File: src/rtl/pulse_out_pkg.sv
package pulse_out_pkg;
  localparam int PO_GROUPS = 4;
  localparam int PO_NIB_W  = 4;
  localparam int PO_WIDTH  = PO_GROUPS * PO_NIB_W;
  localparam int PO_BYTE_W = 2 * PO_NIB_W;
  localparam int PO_BYTES  = PO_WIDTH / PO_BYTE_W;
  localparam int PO_TRIGS  = 4;
  localparam int PO_SEL_W  = $clog2(PO_TRIGS);
  localparam int PO_ADDR_W = 3;

  typedef enum logic [1:0] {RD_ODR, RD_NDR, RD_ONES} rdSel_e;

  typedef struct packed {
    logic [PO_GROUPS-1:0] fire;
    logic [PO_GROUPS-1:0] ndrWr;
    logic [PO_BYTES-1:0]  odrWr;
    rdSel_e               rdSel;
    logic                 rdByte;
    logic [PO_BYTE_W-1:0] rdOnes;
  } poStrobe_t;

  function automatic logic [PO_ADDR_W-1:0] odrAddr(input int b);
    return (b == 1) ? PO_ADDR_W'(0) : PO_ADDR_W'(1);
  endfunction

  function automatic logic [PO_ADDR_W-1:0] ndrPrimAddr(input int b);
    return (b == 1) ? PO_ADDR_W'(2) : PO_ADDR_W'(3);
  endfunction

  function automatic logic [PO_ADDR_W-1:0] ndrAltAddr(input int b);
    return (b == 1) ? PO_ADDR_W'(4) : PO_ADDR_W'(5);
  endfunction
endpackage

File: src/rtl/pulse_out_ctrl.sv
module pulse_out_ctrl
  import pulse_out_pkg::*;
(
  input  logic [PO_ADDR_W-1:0]          busAddr,
  input  logic                          busWrEn,
  input  logic                          swStandby,
  input  logic [PO_TRIGS-1:0]           trigIn,
  input  logic [PO_GROUPS*PO_SEL_W-1:0] trigSel,
  output poStrobe_t                     strobe
);
  localparam logic [PO_BYTE_W-1:0] LO_NIB_ONES = PO_BYTE_W'({PO_NIB_W{1'b1}});
  localparam logic [PO_BYTE_W-1:0] HI_NIB_ONES = ~LO_NIB_ONES;

  logic [PO_GROUPS-1:0] fireRaw;
  logic [PO_BYTES-1:0]  shareByte;
  logic [PO_GROUPS-1:0] ndrWrRaw;
  logic [PO_BYTES-1:0]  odrWrRaw;
  rdSel_e               rdSel;
  logic                 rdByte;
  logic [PO_BYTE_W-1:0] rdOnes;

  for (genvar g = 0; g < PO_GROUPS; g++) begin : gFire
    assign fireRaw[g] = trigIn[trigSel[g*PO_SEL_W +: PO_SEL_W]];
  end

  for (genvar b = 0; b < PO_BYTES; b++) begin : gShare
    assign shareByte[b] = (trigSel[(2*b+1)*PO_SEL_W +: PO_SEL_W] ==
                           trigSel[(2*b)*PO_SEL_W +: PO_SEL_W]);
  end

  always_comb begin
    ndrWrRaw = '0;
    odrWrRaw = '0;
    rdSel    = RD_ONES;
    rdByte   = 1'b0;
    rdOnes   = '1;
    for (int b = 0; b < PO_BYTES; b++) begin
      if (busAddr == odrAddr(b)) begin
        odrWrRaw[b] = busWrEn;
        rdSel       = RD_ODR;
        rdByte      = b[0];
        rdOnes      = '0;
      end
      if (busAddr == ndrPrimAddr(b)) begin
        rdSel  = RD_NDR;
        rdByte = b[0];
        ndrWrRaw[2*b+1] = busWrEn;
        if (shareByte[b]) begin
          ndrWrRaw[2*b] = busWrEn;
          rdOnes        = '0;
        end else begin
          rdOnes = LO_NIB_ONES;
        end
      end
      if (busAddr == ndrAltAddr(b)) begin
        if (shareByte[b]) begin
          rdSel  = RD_ONES;
          rdOnes = '1;
        end else begin
          rdSel         = RD_NDR;
          rdByte        = b[0];
          ndrWrRaw[2*b] = busWrEn;
          rdOnes        = HI_NIB_ONES;
        end
      end
    end
  end

  always_comb begin
    strobe.fire   = swStandby ? '0 : fireRaw;
    strobe.ndrWr  = swStandby ? '0 : ndrWrRaw;
    strobe.odrWr  = swStandby ? '0 : odrWrRaw;
    strobe.rdSel  = rdSel;
    strobe.rdByte = rdByte;
    strobe.rdOnes = rdOnes;
  end
endmodule

File: src/rtl/pulse_out_dp.sv
module pulse_out_dp
  import pulse_out_pkg::*;
(
  input  logic                 clk,
  input  logic                 rstN,
  input  logic                 hwStandby,
  input  poStrobe_t            strobe,
  input  logic [PO_BYTE_W-1:0] busWrData,
  input  logic [PO_WIDTH-1:0]  pulseEn,
  output logic [PO_WIDTH-1:0]  pulseOut,
  output logic [PO_BYTE_W-1:0] busRdData
);
  logic [PO_WIDTH-1:0] ndrFlat;
  logic [PO_WIDTH-1:0] odrFlat;

  for (genvar g = 0; g < PO_GROUPS; g++) begin : gGroup
    localparam int BYTE_IDX = g / 2;
    localparam int LANE     = (g % 2) * PO_NIB_W;

    logic [PO_NIB_W-1:0] ndrQ;
    logic [PO_NIB_W-1:0] odrQ;
    logic [PO_NIB_W-1:0] odrNext;
    logic [PO_NIB_W-1:0] en;

    assign en = pulseEn[g*PO_NIB_W +: PO_NIB_W];

    always_comb begin
      odrNext = odrQ;
      if (strobe.odrWr[BYTE_IDX])
        odrNext = (odrNext & en) | (busWrData[LANE +: PO_NIB_W] & ~en);
      if (strobe.fire[g])
        odrNext = (odrNext & ~en) | (ndrQ & en);
    end

    always_ff @(posedge clk or negedge rstN) begin
      if (!rstN)
        ndrQ <= '0;
      else if (hwStandby)
        ndrQ <= '0;
      else if (strobe.ndrWr[g])
        ndrQ <= busWrData[LANE +: PO_NIB_W];
    end

    always_ff @(posedge clk or negedge rstN) begin
      if (!rstN)
        odrQ <= '0;
      else if (hwStandby)
        odrQ <= '0;
      else
        odrQ <= odrNext;
    end

    assign ndrFlat[g*PO_NIB_W +: PO_NIB_W] = ndrQ;
    assign odrFlat[g*PO_NIB_W +: PO_NIB_W] = odrQ;
  end

  assign pulseOut = odrFlat;

  always_comb begin
    logic [PO_BYTE_W-1:0] raw;
    unique case (strobe.rdSel)
      RD_ODR:  raw = odrFlat[strobe.rdByte*PO_BYTE_W +: PO_BYTE_W];
      RD_NDR:  raw = ndrFlat[strobe.rdByte*PO_BYTE_W +: PO_BYTE_W];
      default: raw = '1;
    endcase
    busRdData = raw | strobe.rdOnes;
  end
endmodule

File: src/rtl/pulse_out_unit.sv
module pulse_out_unit
  import pulse_out_pkg::*;
(
  input  logic                          clk,
  input  logic                          rstN,
  input  logic                          hwStandby,
  input  logic                          swStandby,
  input  logic [PO_ADDR_W-1:0]          busAddr,
  input  logic                          busWrEn,
  input  logic [PO_BYTE_W-1:0]          busWrData,
  output logic [PO_BYTE_W-1:0]          busRdData,
  input  logic [PO_TRIGS-1:0]           trigIn,
  input  logic [PO_GROUPS*PO_SEL_W-1:0] trigSel,
  input  logic [PO_WIDTH-1:0]           pulseEn,
  output logic [PO_WIDTH-1:0]           pulseOut
);
  poStrobe_t strobe;

  pulse_out_ctrl i_ctrl (
    .busAddr  (busAddr),
    .busWrEn  (busWrEn),
    .swStandby(swStandby),
    .trigIn   (trigIn),
    .trigSel  (trigSel),
    .strobe   (strobe)
  );

  pulse_out_dp i_dp (
    .clk      (clk),
    .rstN     (rstN),
    .hwStandby(hwStandby),
    .strobe   (strobe),
    .busWrData(busWrData),
    .pulseEn  (pulseEn),
    .pulseOut (pulseOut),
    .busRdData(busRdData)
  );
endmodule

File: config.mk
export PLATFORM = sky130hd
export DESIGN_NAME = pulse_out_unit
export DESIGN_NICKNAME = d
export VERILOG_FILES = /design/src/rtl/pulse_out_pkg.sv /design/src/rtl/pulse_out_ctrl.sv /design/src/rtl/pulse_out_dp.sv /design/src/rtl/pulse_out_unit.sv
export SDC_FILE = /design/constraint.sdc
export NUM_CORES = 1
export LEC_CHECK = 0
export ABC_AREA = 1
export BUFFER_PORTS_ARGS = -buffer_cell sky130_fd_sc_hd__buf_2
export CAP_MARGIN = 30
export CORE_MARGIN = 2
export CORE_UTILIZATION = 45
export DETAILED_ROUTE_END_ITERATION = 8
export PLACE_DENSITY = 0.73
export SLEW_MARGIN = 40
export SYNTH_ARGS = -nofsm -noshare
export SYNTH_HDL_FRONTEND = slang
export SYNTH_HIERARCHICAL = 1
export SYNTH_SLANG_ARGS = --single-unit
File: constraint.sdc
create_clock -name clk -period 1.3 [get_ports clk]
set_input_delay 0.065 -clock clk [delete_from_list [all_inputs] [get_ports clk]]
set_output_delay 0.065 -clock clk [all_outputs]
set_load 0.005 [all_outputs]
==> implementation parameters, run 1 <==
Parameter                              Value

Timing
  Highest attainable clock frequency    0.682 GHz
  Final setup slack of the worst path    -0.166 ns
  Max-slew headroom at the worst pin    71.4%
  Shortest clock period the worst path allows after layout    1.47 ns
  Setup repair after global routing missed its margin    yes
  Final hold violation count    0
  Max-slew violations    0
  Clock skew    0.00378 ns
  Tightest Pin Transition    0.429 ns
  Number of failing setup endpoints in the final timing report    8
  Hold slack final    0.0688 ns
  Ratio of final minimum period to clock period    113%

Yosys
  Post-synthesis compound-gate area fraction    15.0%
  Seq/Total Area, Yosys    32.4%
  Total of warnings raised by yosys    6
  Top FF cell, synth    dfrtp_1
  Post-synthesis xor/xnor area fraction    0.708%
  Syn_nets    436
  Post-Synthesis Cells    392
  Fraction of the mapped netlist area in adder cells    0%
  Mean instance size in the synthesized netlist    6.31 sq um
  Simple-gate portion of the synthesized area    36.4%
  Proportion of netlist area held by the largest area contributor    32.4%
  Synthesis-stage register bit count    32
  Most area-consuming cells after synthesis    dfrtp_1 (32%), nand2_1 (15%), nand3_1 (11%), inv_1 (8.8%), o21ai_0 (8.1%)
  Dominant combinational cell family by area after synthesis    simple AND/OR/NAND/NOR gates
  Multiplexer share of the synthesized area    0%
  Async set-reset flop share out of synthesis    100%
  Number of library cell types mapped by synthesis    24
  Combined area of all synthesized cells    2470 sq um
  EDFF count, synth    0
  Leading area contributor after synthesis    dfrtp_1

Worst setup path
  Cell with the largest stage delay on the worst path    o211ai_1
  Most common cell type on the critical path    nand2_1
  Required time reported for the critical path endpoint    1.24 ns
  Crit-path max FO    8
  Critical path startpoint category    primary input
  Element type at the critical path end    primary output
  Crit path kind    in2out
  Critical Path AT    1.40 ns
  Delay of the slowest cell on the worst path    0.17 ns
  Cell-by-cell trace of the critical path    buf_8, nand2_1, nand2_1, nand2_2, nand2_2, o211ai_1, nand2_4, inv_8, nand2_8, nand2_2, nand2_1, nand2_1, nand3_2, buf_2

GRT
  Number of antenna violations at the first check in global routing    0
  GRT overflow    0
  Number of global-route vias before repair    2721
  Maximum number of pins on one net before global-route repair    33
  First-pass GRT wire length    12.5 mm
  Overall global routing resource usage    25.9%

Clocking
  Reg clk slew, reported paths    0.08 ns
  Worst skew pair latency    0.30 ns
  # clock sinks    32
  Total clock buffers created by CTS    5
  Clock tree from TritonCTS    done
  Number of buffers between clock root and the deepest sink    2
  Clock H-tree levels    2
  Clock root buffer    clkbuf_8

Routing
  Vias per inst    5.38
  Met1 routed wirelength after detailed routing    3.61 mm
  Drc violations    0
  Highest routed metal layer    met4
  DR pass1 iterations    6
  Wirelength, routed    8.40 mm
  Met3 routed wirelength    689 um
  Number of vias after detailed routing    3016
  Routed met2 length    3.84 mm
  DRC violation total after the first TritonRoute iteration    408
  Wire per inst    15.0 um
  Post-detailed-route count of antenna-violating nets    0

Run status
  Violated checks    negative setup slack
  Run status    finished with violations

Final layout
  Most frequent standard cell in the layout excluding fill and tap cells    nand2_1
  Share of layout cells above drive strength 1    30.3%
  Fill cell instance count of the final layout    468
  Net count reported at finish    534
  Leading cell types in the layout, fill and taps excluded    nand2_1 (90), buf_2 (61), inv_1 (51)
  Relative area change from synthesis to final layout    38.4%
  Number of inserted diodes    0
  Finished layout cell area    3420 sq um

Power
  Post-layout total power    2.95 mW
  Cell area power density    860 nW/um^2
  Static leakage    1.81 nW
  Worst ir drop on vdd    0.495 mV

Run
  MaxCap Viol Count    0

Hold path
  Type of the worst min-delay path    in2reg

Floorplanning
  Starting density of the core    47.5%
  Row count    26
  Horizontal die dimension    78.1 um
  Total die area    6110 sq um
  Height of the die    78.1 um
  Count of pins on the block boundary    68
  Core Region    5200 sq um

Placement
  IO buf count    67
  Weighted congestion reported at the end of routability-driven placement    0.889
  Detailed-placement wirelength estimate    5.52 mm
  Placed Instance Area    2970 sq um
sequential cells by signal, summed over array words and instances (netlist names):
name,cells
i_dp/gGroup.odrQ,16
i_dp/gGroup.ndrQ,16
report_power, final:
part           switching (mW)  internal [mW]
combinational           0.514          0.394
sequential             0.0217           1.03
clock                   0.416          0.569
metal layers:
metal	GRT usage, %	vias to the layer above
met2	41.9	173
met3	4.71	33
met5	0	-
li1	-	1443
met4	10.0	0
met1	34.5	1367
cells by family (layout without fill, tap and decap cells):
group	Yosys count	count (layout)
xor gates and xnor gates	2	2
DFF	32	32
and+or+nand+nor	207	208
buffers and inverters	80	178
AOI/OAI and AO/OA	71	71
critical path, delay by kind of cell:
family	cells	cell delay [ns]
compound gates	1	0.17
simple gates	10	0.81
buf+inv	3	0.36
synthesized netlist by cell type (2+ instances only):
cell type	n
o211ai_1	5
nand3_1	54
buf_4	11
dfrtp_1	32
buf_2	3
nor2_1	41
xnor2_1	2
nand2_2	2
o21ai_0	40
nand2_1	99
a21oi_1	25
nand3b_1	4
nor3_1	3
buf_6	4
inv_1	58
path summary, 6_finish.rpt:
kind / startpoint / endpoint / slack [ns] / depth (start not counted)
worst min-delay path: pulseEn[9] / i_dp/gGroup[2].odrQ[1]$_DFF_PN0_ / 0.07 / 3
worst max register to register: i_dp/gGroup[0].odrQ[1]$_DFF_PN0_ / i_dp/gGroup[0].odrQ[1]$_DFF_PN0_ / 0.47 / 4
worst min register to register: i_dp/gGroup[3].ndrQ[1]$_DFFE_PN0P_ / i_dp/gGroup[3].ndrQ[1]$_DFFE_PN0P_ / 0.53 / 2
min in group asynchronous: rstN / i_dp/gGroup[2].odrQ[1]$_DFF_PN0_ / 0.32 / 3
max in group asynchronous: rstN / i_dp/gGroup[1].ndrQ[1]$_DFFE_PN0P_ / 0.67 / 3
worst max-delay path: trigSel[2] / busRdData[7] / -0.17 / 14
layout make-up:
cell class / instances / area (sq um) / share of cell area [%]
Clock buffer: 6 / 72.6 / 2.12
Clock inverter: 2 / 35.0 / 1.02
Inverter: 60 / 235 / 6.87
Multi-Input combinational cell: 281 / 1410 / 41.1
Sequential cell: 32 / 801 / 23.4
Tap cell: 70 / 87.6 / 2.56
Timing Repair Buffer: 108 / 773 / 22.6
Timing Repair inverter: 2 / 12.5 / 0.365
per-stage QoR:
step	instances	worst slack, ns	util (%)	setup TNS (ns)
detailed placement	536	-0.164	57.1	-1.18
global route	561	-0.223	65.8	-1.56
finish	561	-0.166	65.8	-1.07
CTS	554	-0.0682	61.8	-0.774
floorplan	392	0.0338	-	0
global placement	536	-0.109	57.1	-0.714
repair_timing:
action | CTS | global route
cloned | 3 | 3
hold buffers | 1 | 0
pin swaps | 5 | 18
setup buffers | 6 | 5
resized for setup | 12 | 38
endpoints found under the hold margin | 32 | 0
setup endpoints to repair | 8 | 16
Note: power is estimated with default switching activity, not from simulation.
==> run 2: changes to the inputs <==
--- a/config.mk
+++ b/config.mk
@@ -8,10 +8,12 @@
 export ABC_AREA = 1
 export BUFFER_PORTS_ARGS = -buffer_cell sky130_fd_sc_hd__buf_2
 export CAP_MARGIN = 30
+export CELL_PAD_IN_SITES_DETAIL_PLACEMENT = 0
+export CELL_PAD_IN_SITES_GLOBAL_PLACEMENT = 1
 export CORE_MARGIN = 2
-export CORE_UTILIZATION = 45
+export CORE_UTILIZATION = 32
 export DETAILED_ROUTE_END_ITERATION = 8
-export PLACE_DENSITY = 0.73
+export PLACE_DENSITY_LB_ADDON = 0.1
 export SLEW_MARGIN = 40
 export SYNTH_ARGS = -nofsm -noshare
 export SYNTH_HDL_FRONTEND = slang
==> implementation parameters, run 2 (same netlist as run 1, synthesis figures left out) <==
Parameter                              Value

Floorplanning
  Total die area    8450 sq um
  Horizontal die dimension    91.9 um
  Row count    32
  Height of the die    91.9 um
  Count of pins on the block boundary    68
  Starting density of the core    32.5%
  Core Region    7610 sq um

Power
  Cell area power density    855 nW/um^2
  Sw Ratio    32.2%
  Portion of total power attributed to sequential cells    35.4%
  Post-layout total power    2.98 mW
  Portion of total power attributed to the clock network    33.5%
  Comb power frac    31.2%
  Sw power    0.960 mW
  Worst ir drop on vdd    0.299 mV
  Static leakage    1.82 nW
  Internal    2.02 mW

Worst setup path
  Launch instance of the worst register-to-register path    i_dp/gGroup[3].ndrQ[0]$_DFFE_PN0P_
  Required time reported for the critical path endpoint    1.24 ns
  Critical Path AT    1.35 ns
  Element type at the critical path end    primary output
  Critical path startpoint category    primary input
  Worst-case reg-to-reg path depth    2
  R2R Setup Slk    0.47 ns
  Capture instance of the worst register-to-register path    i_dp/gGroup[3].odrQ[0]$_DFF_PN0_
  Crit path kind    in2out
  Crit-path max FO    7

Final layout
  Leading cell types in the layout, fill and taps excluded    nand2_1 (94), buf_2 (61), inv_1 (54)
  Share of layout cells above drive strength 1    31.1%
  Footprint of the multi-input gates    1430 sq um
  Relative area change from synthesis to final layout    40.8%
  Finished layout cell area    3480 sq um
  Non-filler instance count after layout    591
  Most frequent standard cell in the layout excluding fill and tap cells    nand2_1
  Register area    801 sq um
  Fill cell instance count of the final layout    820
  Number of inserted diodes    0
  Final core utilization    45.8%
  Leading registers by flop count    i_dp/gGroup.ndrQ: 16 flops, i_dp/gGroup.odrQ: 16 flops
  Net count reported at finish    532

Timing
  Ratio of final minimum period to clock period    109%
  Hold slack final    0.0596 ns
  Shortest clock period the worst path allows after layout    1.41 ns
  Tightest Pin Transition    0.440 ns
  Highest attainable clock frequency    0.707 GHz
  Number of failing setup endpoints in the final timing report    8
  Final setup slack of the worst path    -0.114 ns
  Aggregate negative setup slack    -0.677 ns
  Setup repair after global routing missed its margin    yes
  Final hold violation count    0
  Max-slew violations    0
  Clock skew    0.00382 ns
  Max-slew headroom at the worst pin    70.6%

Routing
  Post-detailed-route count of antenna-violating nets    0
  Drc violations    0
  Wirelength, routed    8.31 mm
  Number of vias after detailed routing    2804
  Vias per inst    4.74
  Wire per inst    14.1 um
  DR pass1 iterations    4
  DRC violation total after the first TritonRoute iteration    173

Placement
  Weighted congestion reported at the end of routability-driven placement    0.852
  IO buf count    67
  Placed Instance Area    3080 sq um
  Post-placement worst setup slack    -0.187 ns
  Detailed-placement wirelength estimate    6.33 mm
  Post-Place Cells    573

Hold path
  Type of the worst min-delay path    in2reg
  Hold-critical path depth    3
  Startpoint of the worst hold path    pulseEn[9]
  Worst hold path endpoint    i_dp/gGroup[2].odrQ[1]$_DFF_PN0_

GRT
  Number of antenna violations at the first check in global routing    0
  GRT overflow    0
  Number of global-route vias before repair    2585
  Overall global routing resource usage    20.0%
  Maximum number of pins on one net before global-route repair    33
  First-pass GRT wire length    13.2 mm

Clocking
  Clock root buffer    clkbuf_8
  Worst skew pair latency    0.29 ns
  Clock H-tree levels    2
  Clock tree from TritonCTS    done
  Reg clk slew, reported paths    0.08 ns
  Total clock buffers created by CTS    5
  Number of buffers between clock root and the deepest sink    2
  # clock sinks    32

Run status
  Run status    finished with violations
  Violated checks    negative setup slack

Run
  MaxCap Viol Count    0
==> run 2: layout make-up <==
type	count	share of cell area, %
clock buffers	5	1.98
clock inverters	3	1.22
inverters	60	6.68
multi-input cells	281	41.1
flip-flops and latches	32	23.0
well taps	102	3.66
repair buffers	108	22.4
==> run 2: power by group through the flow <==
| stage | Sequential (mW) | Combinational, mW | Clock, mW |
|---|---|---|---|
| 2_1_floorplan | 1.07 | 0.434 | 0 |
| 3_3_place_gp | 1.07 | 0.780 | 0 |
| 3_5_place_dp | 1.07 | 0.782 | 0 |
| 4_1_cts | 1.05 | 0.881 | 1.02 |
| 5_1_grt | 1.06 | 1.02 | 1.06 |
| 6_report | 1.05 | 0.927 | 0.996 |
==> run 2: critical path, cell delays in order <==
cell and delay, ns:
buf_6 0.10, or2_4 0.25, nor2_4 0.12, nand2_4 0.08
nand3_4 0.09, buf_12 0.15, buf_12 0.12, nand3_1 0.07
nand3_1 0.08, nand3_1 0.08, buf_2 0.13
==> run 2: routing by layer <==
| layer | routed length (um) | up-vias | track usage (%) |
|---|---|---|---|
| li1 | - | 1444 | - |
| met3 | 486 | 9 | 3.04 |
| met5 | 0 | - | 0 |
| met1 | 4040 | 1272 | 29.1 |
| met2 | 3680 | 79 | 31.1 |
| met4 | 102 | 0 | 5.10 |
==> run 2: how the worst max path moves through the flow <==
stage,endpoint,startpoint,depth (start not counted)
finish,busRdData[7],busAddr[1],11
global placement,busRdData[7],busAddr[1],11
CTS,busRdData[6],busAddr[0],11
detailed placement,busRdData[6],busAddr[1],11
global route,busRdData[7],trigSel[2],15
floorplan,busRdData[0],busAddr[0],10
==> run 2: what timing repair did <==
action,CTS,global route
pin swaps,22,23
setup endpoints to repair,8,8
gates cloned,2,0
hold buffers,1,0
setup buffers,5,2
resized for setup,21,23
hold endpoints to repair,32,0
==> run 3: changes to the inputs <==
--- a/config.mk
+++ b/config.mk
@@ -14,6 +14,7 @@
 export CORE_UTILIZATION = 32
 export DETAILED_ROUTE_END_ITERATION = 8
 export PLACE_DENSITY_LB_ADDON = 0.1
+export SKIP_LAST_GASP = 1
 export SLEW_MARGIN = 40
 export SYNTH_ARGS = -nofsm -noshare
 export SYNTH_HDL_FRONTEND = slang
==> implementation parameters, run 3 (same netlist as run 1, synthesis figures left out) <==
Parameter                              Value

Run status
  Run status    finished with violations
  Violated checks    negative setup slack

Placement
  Detailed-placement wirelength estimate    6.33 mm
  IO buf count    67
  Weighted congestion reported at the end of routability-driven placement    0.852

Final layout
  Relative area change from synthesis to final layout    40.6%
  Final core utilization    45.7%
  Share of layout cells above drive strength 1    30.7%
  Leading registers by flop count    i_dp/gGroup.ndrQ: 16 flops, i_dp/gGroup.odrQ: 16 flops
  Most frequent standard cell in the layout excluding fill and tap cells    nand2_1
  Fill cell instance count of the final layout    820
  Leading cell types in the layout, fill and taps excluded    nand2_1 (94), buf_2 (61), inv_1 (55)
  Net count reported at finish    532
  Number of inserted diodes    0

Worst setup path
  Critical Path AT    1.35 ns
  Required time reported for the critical path endpoint    1.24 ns
  Crit path kind    in2out
  Crit-path max FO    7
  Cell with the largest stage delay on the worst path    or2_4
  Cell-by-cell trace of the critical path    buf_6, or2_4, nor2_4, nand2_4, nand3_4, buf_12, buf_12, nand3_1, nand3_1, nand3_1, buf_2
  Worst-case reg-to-reg path depth    2
  Most common cell type on the critical path    nand3_1
  Delay of the slowest cell on the worst path    0.25 ns
  Element type at the critical path end    primary output
  Critical path startpoint category    primary input

GRT
  Number of global-route vias before repair    2577
  GRT overflow    0
  Overall global routing resource usage    20.0%
  Maximum number of pins on one net before global-route repair    33
  Number of antenna violations at the first check in global routing    0
  First-pass GRT wire length    13.2 mm

Routing
  DRC violation total after the first TritonRoute iteration    152
  Drc violations    0
  Highest routed metal layer    met4
  Vias per inst    4.71
  DR pass1 iterations    4
  Wire per inst    14.0 um
  Wirelength, routed    8.26 mm
  Met1 routed wirelength after detailed routing    3.99 mm
  Met3 routed wirelength    550 um
  Routed met2 length    3.62 mm
  Post-detailed-route count of antenna-violating nets    0
  Number of vias after detailed routing    2786

Timing
  Max-slew violations    0
  Number of failing setup endpoints in the final timing report    8
  Hold slack final    0.0577 ns
  Clock skew    0.00514 ns
  Final setup slack of the worst path    -0.118 ns
  Highest attainable clock frequency    0.705 GHz
  Shortest clock period the worst path allows after layout    1.42 ns
  Final hold violation count    0
  Setup repair after global routing missed its margin    yes
  Tightest Pin Transition    0.444 ns
  Ratio of final minimum period to clock period    109%
  Max-slew headroom at the worst pin    70.4%

Hold path
  Hold-critical path depth    3
  Type of the worst min-delay path    in2reg

Clocking
  Clock root buffer    clkbuf_8
  Number of buffers between clock root and the deepest sink    2
  Clock H-tree levels    2
  Total clock buffers created by CTS    5
  Reg clk slew, reported paths    0.08 ns
  Clock tree from TritonCTS    done
  Worst skew pair latency    0.29 ns
  # clock sinks    32

Floorplanning
  Height of the die    91.9 um
  Core Region    7610 sq um
  Total die area    8450 sq um
  Row count    32
  Starting density of the core    32.5%
  Count of pins on the block boundary    68
  Horizontal die dimension    91.9 um

Power
  Post-layout total power    2.97 mW
  Worst ir drop on vdd    0.298 mV
  Sw power    0.949 mW
  Comb power frac    31.2%
  Cell area power density    852 nW/um^2
  Portion of total power attributed to the clock network    33.3%
  Static leakage    1.82 nW
  Portion of total power attributed to sequential cells    35.5%
  Internal    2.02 mW
  Sw Ratio    32.0%

Run
  MaxCap Viol Count    0
run 3: worst paths after layout:
path                                               startpoint  slack [ns]                                  to
max reg2reg                i_dp/gGroup[3].ndrQ[0]$_DFFE_PN0P_        0.48    i_dp/gGroup[3].odrQ[0]$_DFF_PN0_
min reg2reg                i_dp/gGroup[2].ndrQ[1]$_DFFE_PN0P_        0.51  i_dp/gGroup[2].ndrQ[1]$_DFFE_PN0P_
min                                                pulseEn[9]        0.06    i_dp/gGroup[2].odrQ[1]$_DFF_PN0_
min in group asynchronous                                rstN        0.34    i_dp/gGroup[2].odrQ[2]$_DFF_PN0_
max                                                busAddr[1]       -0.12                        busRdData[7]
max in group asynchronous                                rstN        0.64    i_dp/gGroup[0].odrQ[0]$_DFF_PN0_
run 3: repair_timing:
action,in CTS,in global routing
setup endpoints to repair,8,8
pin swaps,22,22
setup buffers,5,2
endpoints found under the hold margin,32,0
gates resized for setup,19,23
cloned,2,0
hold buffers,1,0
run 3: metal layers:
metal / up-vias / global-route usage (%)
met5: - / 0
met4: 0 / 5.10
met3: 9 / 3.04
met2: 81 / 30.9
met1: 1254 / 29.1
li1: 1442 / -
run 3: final cells by class:
type,instances,area [sq um],area share [%]
Multi-Input combinational cell,281,1430,41.0
Sequential cell,32,801,23.0
Timing Repair Buffer,108,781,22.4
Inverter,60,233,6.69
Tap cell,102,128,3.67
Clock buffer,5,68.8,1.98
Clock inverter,3,42.5,1.22
run 3: per-stage QoR:
stage               instances  TNS [ns]  setup WS, ns  cell area, sq um
floorplan                 392         0        0.0338              2470
global placement          573     -1.32        -0.183              3080
detailed placement        573     -1.38        -0.187              3080
CTS                       589    -0.893        -0.126              3360
global route              591     -1.39        -0.197              3480
finish                    591    -0.647        -0.118              3480
run 3: worst max-delay path, delay by kind of cell:
kind / cells / cell delay (ns)
AND/OR/NAND/NOR: 7 / 0.77
buffers and inverters: 4 / 0.49
run 3: power groups by stage:
stage,clock network (mW),logic [mW],registers (mW)
2_1_floorplan,0,0.434,1.07
3_3_place_gp,0,0.780,1.07
3_5_place_dp,0,0.782,1.07
4_1_cts,1.02,0.879,1.05
5_1_grt,1.06,1.02,1.06
6_report,0.987,0.924,1.05
